[src/rtl/lbstrobe_pkg.sv]
package lbstrobe_pkg;
  localparam int LB_FIELD_W    = 4;
  localparam int LB_NUM_FIELDS = 8;
  localparam int LB_CFG_W      = LB_FIELD_W * LB_NUM_FIELDS;

  // Field slots inside the timing register; direction d (0 rd, 1 wr)
  // uses window slots 2d/2d+1 and strobe slots 4+2d/5+2d.
  localparam int IX_WIN_BASE = 0;
  localparam int IX_STB_BASE = 4;

  localparam logic [LB_CFG_W-1:0] LB_CFG_DEFAULT = 32'h2121_2020;

  function automatic logic [LB_FIELD_W-1:0] lb_field(input logic [LB_CFG_W-1:0] cfg,
                                                     input int idx);
    return cfg[idx*LB_FIELD_W +: LB_FIELD_W];
  endfunction

  function automatic int lb_clamp(input logic [LB_FIELD_W-1:0] v, input int lim);
    return (int'(v) > lim) ? lim : int'(v);
  endfunction

  // True when clock t lies in [lo+ref_dly, hi+ref_dly); empty if hi <= lo.
  function automatic logic lb_in_span(input int t, input int lo, input int hi,
                                      input int ref_dly);
    return (t >= lo + ref_dly) && (t < hi + ref_dly);
  endfunction
endpackage

[src/rtl/lbs_cfg_reg.sv]
module lbs_cfg_reg #(
  parameter int CFG_W = 32,
  parameter logic [CFG_W-1:0] RESET_VAL = '0
) (
  input  logic             clk,
  input  logic             rst_n,
  input  logic             we,
  input  logic [CFG_W-1:0] wdata,
  output logic [CFG_W-1:0] q
);
  always_ff @(posedge clk or negedge rst_n) begin
    if (!rst_n)  q <= RESET_VAL;
    else if (we) q <= wdata;
  end
endmodule

[src/rtl/lbs_seq.sv]
module lbs_seq #(
  parameter int CFG_W = 32,
  parameter int CNT_W = 4
) (
  input  logic             clk,
  input  logic             rst_n,
  input  logic             irdy_n,
  input  logic             acc_write,
  input  logic [CFG_W-1:0] cfg_q,
  input  logic             end_hit,
  output logic             start_evt,
  output logic             busy,
  output logic [CNT_W-1:0] cnt,
  output logic [CFG_W-1:0] snap,
  output logic             dir_q
);
  logic irdy_prev;

  // A start is a high-to-low change of initiator-ready seen while idle.
  assign start_evt = !busy && !irdy_n && irdy_prev;

  always_ff @(posedge clk or negedge rst_n) begin
    if (!rst_n) begin
      irdy_prev <= 1'b1;
      busy      <= 1'b0;
      cnt       <= '0;
      snap      <= '0;
      dir_q     <= 1'b0;
    end else begin
      irdy_prev <= irdy_n;
      if (start_evt) begin
        busy  <= 1'b1;
        cnt   <= '0;
        snap  <= cfg_q;
        dir_q <= acc_write;
      end else if (busy) begin
        if (end_hit) begin
          busy <= 1'b0;
          cnt  <= '0;
        end else begin
          cnt <= cnt + CNT_W'(1);
        end
      end
    end
  end
endmodule

[src/rtl/lbs_wave.sv]
module lbs_wave
  import lbstrobe_pkg::*;
#(
  parameter int MAX_OFF = 10,
  parameter int REF_DLY = 2,
  parameter int CNT_W   = 4
) (
  input  logic                busy,
  input  logic [CNT_W-1:0]    cnt,
  input  logic [LB_CFG_W-1:0] snap,
  input  logic                dir_q,
  output logic                cyc_active,
  output logic [1:0]          strobe_low,
  output logic                end_hit
);
  logic             win_hit [2];
  logic             stb_hit [2];
  logic [CNT_W-1:0] stop_pt [2];

  for (genvar d = 0; d < 2; d++) begin : g_dir
    always_comb begin
      win_hit[d] = lb_in_span(int'(cnt),
                              lb_clamp(lb_field(snap, IX_WIN_BASE + 2*d),     MAX_OFF),
                              lb_clamp(lb_field(snap, IX_WIN_BASE + 2*d + 1), MAX_OFF),
                              REF_DLY);
      stb_hit[d] = lb_in_span(int'(cnt),
                              lb_clamp(lb_field(snap, IX_STB_BASE + 2*d),     MAX_OFF),
                              lb_clamp(lb_field(snap, IX_STB_BASE + 2*d + 1), MAX_OFF),
                              REF_DLY);
      stop_pt[d] = CNT_W'(lb_clamp(lb_field(snap, IX_WIN_BASE + 2*d + 1), MAX_OFF) + REF_DLY);
    end
    assign strobe_low[d] = busy && (dir_q == d[0]) && stb_hit[d];
  end

  assign cyc_active = busy && win_hit[dir_q];
  assign end_hit    = busy && (cnt == stop_pt[dir_q]);
endmodule

[src/rtl/lbstrobe_timer.sv]
module lbstrobe_timer
  import lbstrobe_pkg::*;
#(
  parameter int MAX_OFF = 10,
  parameter int REF_DLY = 2,
  parameter logic [LB_CFG_W-1:0] CFG_RESET = LB_CFG_DEFAULT
) (
  input  logic                clk,
  input  logic                rst_n,
  input  logic                cfg_we,
  input  logic [LB_CFG_W-1:0] cfg_wdata,
  output logic [LB_CFG_W-1:0] cfg_q,
  input  logic                irdy_n,
  input  logic                acc_write,
  output logic                busy,
  output logic                cyc_active,
  output logic                rd_strobe_n,
  output logic                wr_strobe_n,
  output logic                cyc_done
);
  localparam int CNT_MAX = MAX_OFF + REF_DLY;
  localparam int CNT_W   = $clog2(CNT_MAX + 1);

  logic                start_evt;
  logic                end_hit;
  logic [CNT_W-1:0]    cnt;
  logic [LB_CFG_W-1:0] snap;
  logic                dir_q;
  logic [1:0]          strobe_low;

  lbs_cfg_reg #(.CFG_W(LB_CFG_W), .RESET_VAL(CFG_RESET)) u_cfg (
    .clk(clk), .rst_n(rst_n), .we(cfg_we), .wdata(cfg_wdata), .q(cfg_q)
  );

  lbs_seq #(.CFG_W(LB_CFG_W), .CNT_W(CNT_W)) u_seq (
    .clk(clk), .rst_n(rst_n), .irdy_n(irdy_n), .acc_write(acc_write),
    .cfg_q(cfg_q), .end_hit(end_hit), .start_evt(start_evt), .busy(busy),
    .cnt(cnt), .snap(snap), .dir_q(dir_q)
  );

  lbs_wave #(.MAX_OFF(MAX_OFF), .REF_DLY(REF_DLY), .CNT_W(CNT_W)) u_wave (
    .busy(busy), .cnt(cnt), .snap(snap), .dir_q(dir_q),
    .cyc_active(cyc_active), .strobe_low(strobe_low), .end_hit(end_hit)
  );

  assign rd_strobe_n = ~strobe_low[0];
  assign wr_strobe_n = ~strobe_low[1];
  assign cyc_done    = end_hit;
endmodule

[config.mk]
export PLATFORM = sky130hd
export DESIGN_NAME = lbstrobe_timer
export DESIGN_NICKNAME = d
export VERILOG_FILES = /design/src/rtl/lbstrobe_pkg.sv /design/src/rtl/lbs_cfg_reg.sv /design/src/rtl/lbs_seq.sv /design/src/rtl/lbs_wave.sv /design/src/rtl/lbstrobe_timer.sv
export SDC_FILE = /design/constraint.sdc
export NUM_CORES = 1
export LEC_CHECK = 0
export BUFFER_PORTS_ARGS = -buffer_cell sky130_fd_sc_hd__buf_4
export CAP_MARGIN = 40
export CORE_ASPECT_RATIO = 0.6
export CORE_MARGIN = 2
export CORE_UTILIZATION = 60
export DETAILED_ROUTE_END_ITERATION = 16
export GPL_ROUTABILITY_DRIVEN = 0
export PLACE_DENSITY = 0.9
export SLEW_MARGIN = 10
export SYNTH_ARGS = -nofsm -noshare
export SYNTH_HDL_FRONTEND = slang
export SYNTH_SLANG_ARGS = --single-unit
[constraint.sdc]
create_clock -name clk -period 4.17 [get_ports clk]
set_input_delay 0.2085 -clock clk [delete_from_list [all_inputs] [get_ports clk]]
set_output_delay 0.2085 -clock clk [all_outputs]
set_load 0.1 [all_outputs]
# --- Word level (Yosys, flattened, before mapping) ---
# Cells that the tools add are included.
classes:
  bitwise_logic: 4
  n_lt_le_gt_ge: 17
  eq_ne: 1
  reduce_logical: 15
  addsub: 9
  mux: 20
ops:
  columns: ["op", "n"]
  rows:
  - ["adder 32 x 3 -> 32 bit, second input constant", 8]
  - ["greater-or-equal comparator 5 x 32 -> 1 bit", 4]
  - ["less-than comparator 5 x 32 -> 1 bit", 4]
  - ["two-way mux 4 bit", 14]
  - ["> comparator 4 bit, second input constant", 8]
  - ["logical AND 1 bit", 12]
  - ["two-way mux 1 bit", 6]
  - ["adder 4 x 1 -> 4 bit, second input constant", 1]
  - ["== test 4 bit", 1]
  - ["inverter 1 bit", 3]
  - ["greater-or-equal comparator 2 bit, second input constant", 1]
  - ["logical NOT 1 bit", 2]
  - ["inverter 1 -> 2 bit", 1]
  - ["nonzero test 2 bit", 1]
totals:
  out_inout_bits: 37
  ff_bits: 71
  inputBits: 37
  word_cells: 72

# --- Logic depth before layout (Yosys ltp) ---
logic_depth:
  depth_word: 11
  depth_mapped: 8
  mapped_depth_nobuf: 8

# --- Modules after synthesis ---
# A second synthesis with hierarchy kept.
unflattened:
  cells_unflattened: 294
  hier_area_um2: 4027.6
by_module_without_submodules:
  columns: ["mod", "cells_each", "area_per_inst_um2", "seq_area_each_um2", "instances"]
  rows:
  - ["lbs_seq", 92, 1607.8, 977.2, 1]
  - ["lbs_cfg_reg", 68, 1352.5, 808.3, 1]
  - ["lbs_wave", 132, 1059.8, 0.0, 1]
  - ["lbstrobe_timer", 2, 7.5, 0.0, 1]

# --- Least setup slack after synthesis ---
# OpenSTA, ideal clock, no wires.
synth_timing:
  path_kind: "reg2out"
  start: "register u_seq.busy"
  end: "output port cyc_active"
  t_arrival_ns: 3.675
  path_slack_ns: 0.286
  required_time_ns: 3.962
  n_path_buf: 0
  stages_incl_launch_ff: 4
  path_cell_list: "dfrtp_1 > nand2_1 > or2_2 > o32ai_1"
synth_between:
  elab_chain_len: 1
synth_rtl:
  columns: ["item", "line_no", "text"]
  rows:
  - ["start, declared", "lbs_seq.sv:12", "output logic busy,"]
  - ["start signal, assigned", "lbs_seq.sv:25", "busy <= 1'b0;"]
  - ["start signal, assigned", "lbs_seq.sv:32", "busy <= 1'b1;"]
  - ["start signal, assigned", "lbs_seq.sv:38", "busy <= 1'b0;"]
  - ["logical AND 1 bit", "lbs_wave.sv:35", "assign cyc_active = busy && win_hit[dir_q];"]
  - ["end, declared", "lbstrobe_timer.sv:16", "output logic cyc_active,"]
# No other way between the ends.

# --- Final worst setup path ---
layout_timing:
  start: "register u_seq.snap[7]"
  end: "output port cyc_done"
layout_between:
  elab_chain_len: 8
layout_rtl:
  columns: ["item", "line_no", "text"]
  rows:
  - ["start, declared", "lbs_seq.sv:14", "output logic [CFG_W-1:0] snap,"]
  - ["start signal, assigned", "lbs_seq.sv:34", "snap <= cfg_q;"]
  - ["> comparator 4 bit", "lbstrobe_pkg.sv:19", "return (int'(v) > lim) ? lim : int'(v);"]
  - ["two-way mux 4 bit *", "lbstrobe_pkg.sv:19", null]
  - ["adder 32 x 3 -> 32 bit *", "lbs_wave.sv:30", "stop_pt[d] = CNT_W'(lb_clamp(lb_field(snap, IX_WIN_BASE + 2*d + 1), MAX_OFF) + REF_DLY);"]
  - ["two-way mux 4 bit (implied by the code) * (3 in a row)", "lbs_wave.sv:36", "assign end_hit = busy && (cnt == stop_pt[dir_q]);"]
  - ["== test 4 bit *", "lbs_wave.sv:36", null]
  - ["logical AND 1 bit *", "lbs_wave.sv:36", null]
  - ["end, declared", "lbstrobe_timer.sv:19", "output logic cyc_done"]
# Mark *: on every way between the ends. The rest lies on a longest branch, timed or not. The select of a mux whose other input is x is not followed.

==> metrics <==
crit path launch type flop; Met1 Wirelength 3540 um; first-pass detailed-route iteration total 5; number of max-cap violations 0; top sig layer met4; Synth-to-Final Area Change 24.0%; total chip power 3.96 mW; Seq/Total Area, Yosys 0.473; Resized Gates After CTS 0; Sink Count 71; Max VDD drop 0.672 mV; vias per cell 5.54; Finished Cell Area 4680 um2; clk_lat worst skew 0.34 ns; DIE WIDTH 106 um; FP Rows 22; clock buffer count from CTS 9; Switching Fraction 0.453; share of layout cells above drive strength 1 0.452; Die Ht 65.5 um; setup TNS 0 ns; fin worst setup slack 1.05 ns; Routed Wire Length 7840 um; Cells after Synth 294; Clock Pin Slew Worst Setup and Hold Paths 0.08 ns; initial antenna violation count 0; GRT overflow 0; iteration-0 DRC count of the detailed router 107; largest net degree at the start of global routing 42; register bit count reported by yosys 71; worst min-delay path category in2reg; total track usage 0.247; met3 WL 395 um; mean post-synth cell area 12.8 um2; ANT cells 0; Fin Hold WS 0.0911 ns; vias in the first global route 2768; first-pass GRT wire length 13100 um; # nets final 447; Post-Syn Nets 368; synth unique cells 35; Required @ worst endpoint 3.96 ns; RSZ-0062 raised after global routing false; DIE AREA 6960 um2; Fillers 404; f_max 0.321 GHz; CTS max path bufs 2; Root Driver clkbuf_8; fin. max-slew vios 0; ANT nets after route 0; Final Hold Fails 0; dpl ws 1.48 ns; Ys Warns 0; sequential share of power 0.302; ys async rst share 1.00; status complete, no violations; H-Tree Depth 3; # port buffers 73; Fin Clk Skew 0.00785 ns; DR WL/cell 17.0 um; Crit Path Max Fanout 6; initial core utilization 0.621; Worst slew margin 0.601; CTS tree built; # DRC 0; core area 6080 um2; I/O pins 74; DR vias 2561; DR WL met2 3820 um; post-detail-place hpwl 5370 um; Clk network pwr share 0.158; Int Pwr 2.17 mW; final setup fails 0; Tmin final 3.12 ns; P per Cell Area 846 nW/um2; Period Utilization, post-route 0.748; net load switching power 1.79 mW; critical path endpoint category primary output; leakage power 2.25 nW; main flop type after synthesis dfrtp_1; crit path DAT 2.91 ns; Comb pwr share 0.540; CP Class reg2out; cell area after synthesis 3780 um2; Post-synth EDFFs 0; DP Area 4430 um2; Tightest Pin Transition 0.599 ns
==> cells in the mapped netlist (3+ instances only) <==
master / number / area share
nand3_1: 3 / 0.0040
nor2b_1: 8 / 0.013
buf_1: 3 / 0.0030
xnor2_1: 9 / 0.021
inv_1: 9 / 0.0089
a21oi_1: 7 / 0.0093
a21o_1: 20 / 0.040
dfstp_2: 7 / 0.049
and2_1: 5 / 0.0083
dfrtp_1: 64 / 0.42
mux2_2: 65 / 0.19
a211oi_1: 3 / 0.0060
o21ai_0: 10 / 0.013
ha_1: 37 / 0.12
nand2b_1: 6 / 0.0099
buf_2: 3 / 0.0040
xor2_1: 4 / 0.0093
nand2_1: 8 / 0.0080
==> placed cells by master, fill, tap and decap left out, types with 3 or more instances in the layout <==
master / netlist / routed
a21o_1: 20 / 20
a211oi_1: 3 / 3
clkbuf_8: 0 / 11
buf_4: 0 / 73
dfstp_2: 7 / 7
xnor2_1: 9 / 9
nand2b_1: 6 / 6
o21ai_0: 10 / 10
ha_1: 37 / 37
nor2b_1: 8 / 8
nand2_1: 8 / 8
xor2_1: 4 / 4
inv_1: 9 / 9
mux2_2: 65 / 65
nand3_1: 3 / 3
a21oi_1: 7 / 7
and2_1: 5 / 5
dfrtp_1: 64 / 64
==> per-layer routing <==
metal  global-route usage  vias up
li1                     -     1223
met1                0.307     1261
met2                0.424       64
met3               0.0685       13
met4               0.0844        0
met5                    0        -
==> flip-flops by register name, indices dropped and copies added (netlist names) <==
name / count
u_seq.snap: 32
u_seq.dir_q: 1
u_cfg.q: 32
u_seq.irdy_prev: 1
u_seq.cnt: 4
u_seq.busy: 1
==> worst max-delay path: stages, from the launching register on <==
cell,delay [ns]
dfrtp_1,0.45
a21o_2,0.25
ha_1,0.32
mux2i_1,0.19
xor2_1,0.22
o21ai_2,0.10
a2111oi_4,0.52
and2_1,0.22
buf_4,0.30
==> kinds of logic after synthesis <==
| kind of cell | count (synthesis) | synth area share |
|---|---|---|
| simple gates | 36 | 0.0530 |
| flops | 71 | 0.473 |
| mux | 68 | 0.203 |
| xor+xnor | 13 | 0.0302 |
| buf+inv | 18 | 0.0209 |
| fa+ha+maj | 37 | 0.123 |
| compound gates | 51 | 0.0974 |
==> what timing repair did <==
action | 4_1_cts | 5_1_grt
buffers inserted | 0 | 0
hold buffers | 2 | 0
hold endpoints to repair | 28 | 0
==> stage by stage <==
step,utilization,std cells
3_3_place_gp,0.722,442
5_1_grt,0.770,462
4_1_cts,0.770,462
6_report,0.770,462
2_1_floorplan,-,294
3_5_place_dp,0.729,444
==> final timing paths <==
kind	endpoint	cells past startpoint	slack [ns]	from
worst max register to register	u_seq.busy$_DFF_PN0_	7	1.84	u_seq.snap[7]$_DFFE_PN0P_
min in group asynchronous	u_seq.cnt[3]$_DFFE_PN0P_	2	0.34	rst_n
worst min-delay path	u_cfg.q[11]$_DFFE_PN0P_	2	0.09	cfg_wdata[11]
worst max-delay path	cyc_done	8	1.05	u_seq.snap[7]$_DFFE_PN0P_
max in group asynchronous	u_cfg.q[13]$_DFFE_PN1P_	3	3.22	rst_n
worst min register to register	u_seq.snap[8]$_DFFE_PN0P_	1	0.51	u_seq.snap[8]$_DFFE_PN0P_
==> final cells by class <==
| type | count | area [um2] | share of cell area |
|---|---|---|---|
| inverter | 9 | 33.8 | 0.00721 |
| clock inverter | 5 | 80.1 | 0.0171 |
| tap | 84 | 105 | 0.0224 |
| clock buffer | 11 | 151 | 0.0323 |
| sequential | 71 | 1790 | 0.381 |
| multi-input combinational | 205 | 1920 | 0.410 |
| timing repair buffer | 77 | 608 | 0.130 |
==> power groups by stage <==
stage / clock [mW] / combinational [mW] / sequential (mW)
after detailed placement: 0 / 2.09 / 1.20
final: 0.626 / 2.14 / 1.20
after global placement: 0 / 1.97 / 1.17
after CTS: 0.632 / 2.15 / 1.19
after global routing: 0.671 / 2.33 / 1.23
after floorplan: 0 / 1.44 / 1.35
(Power assumes the default switching activity.)
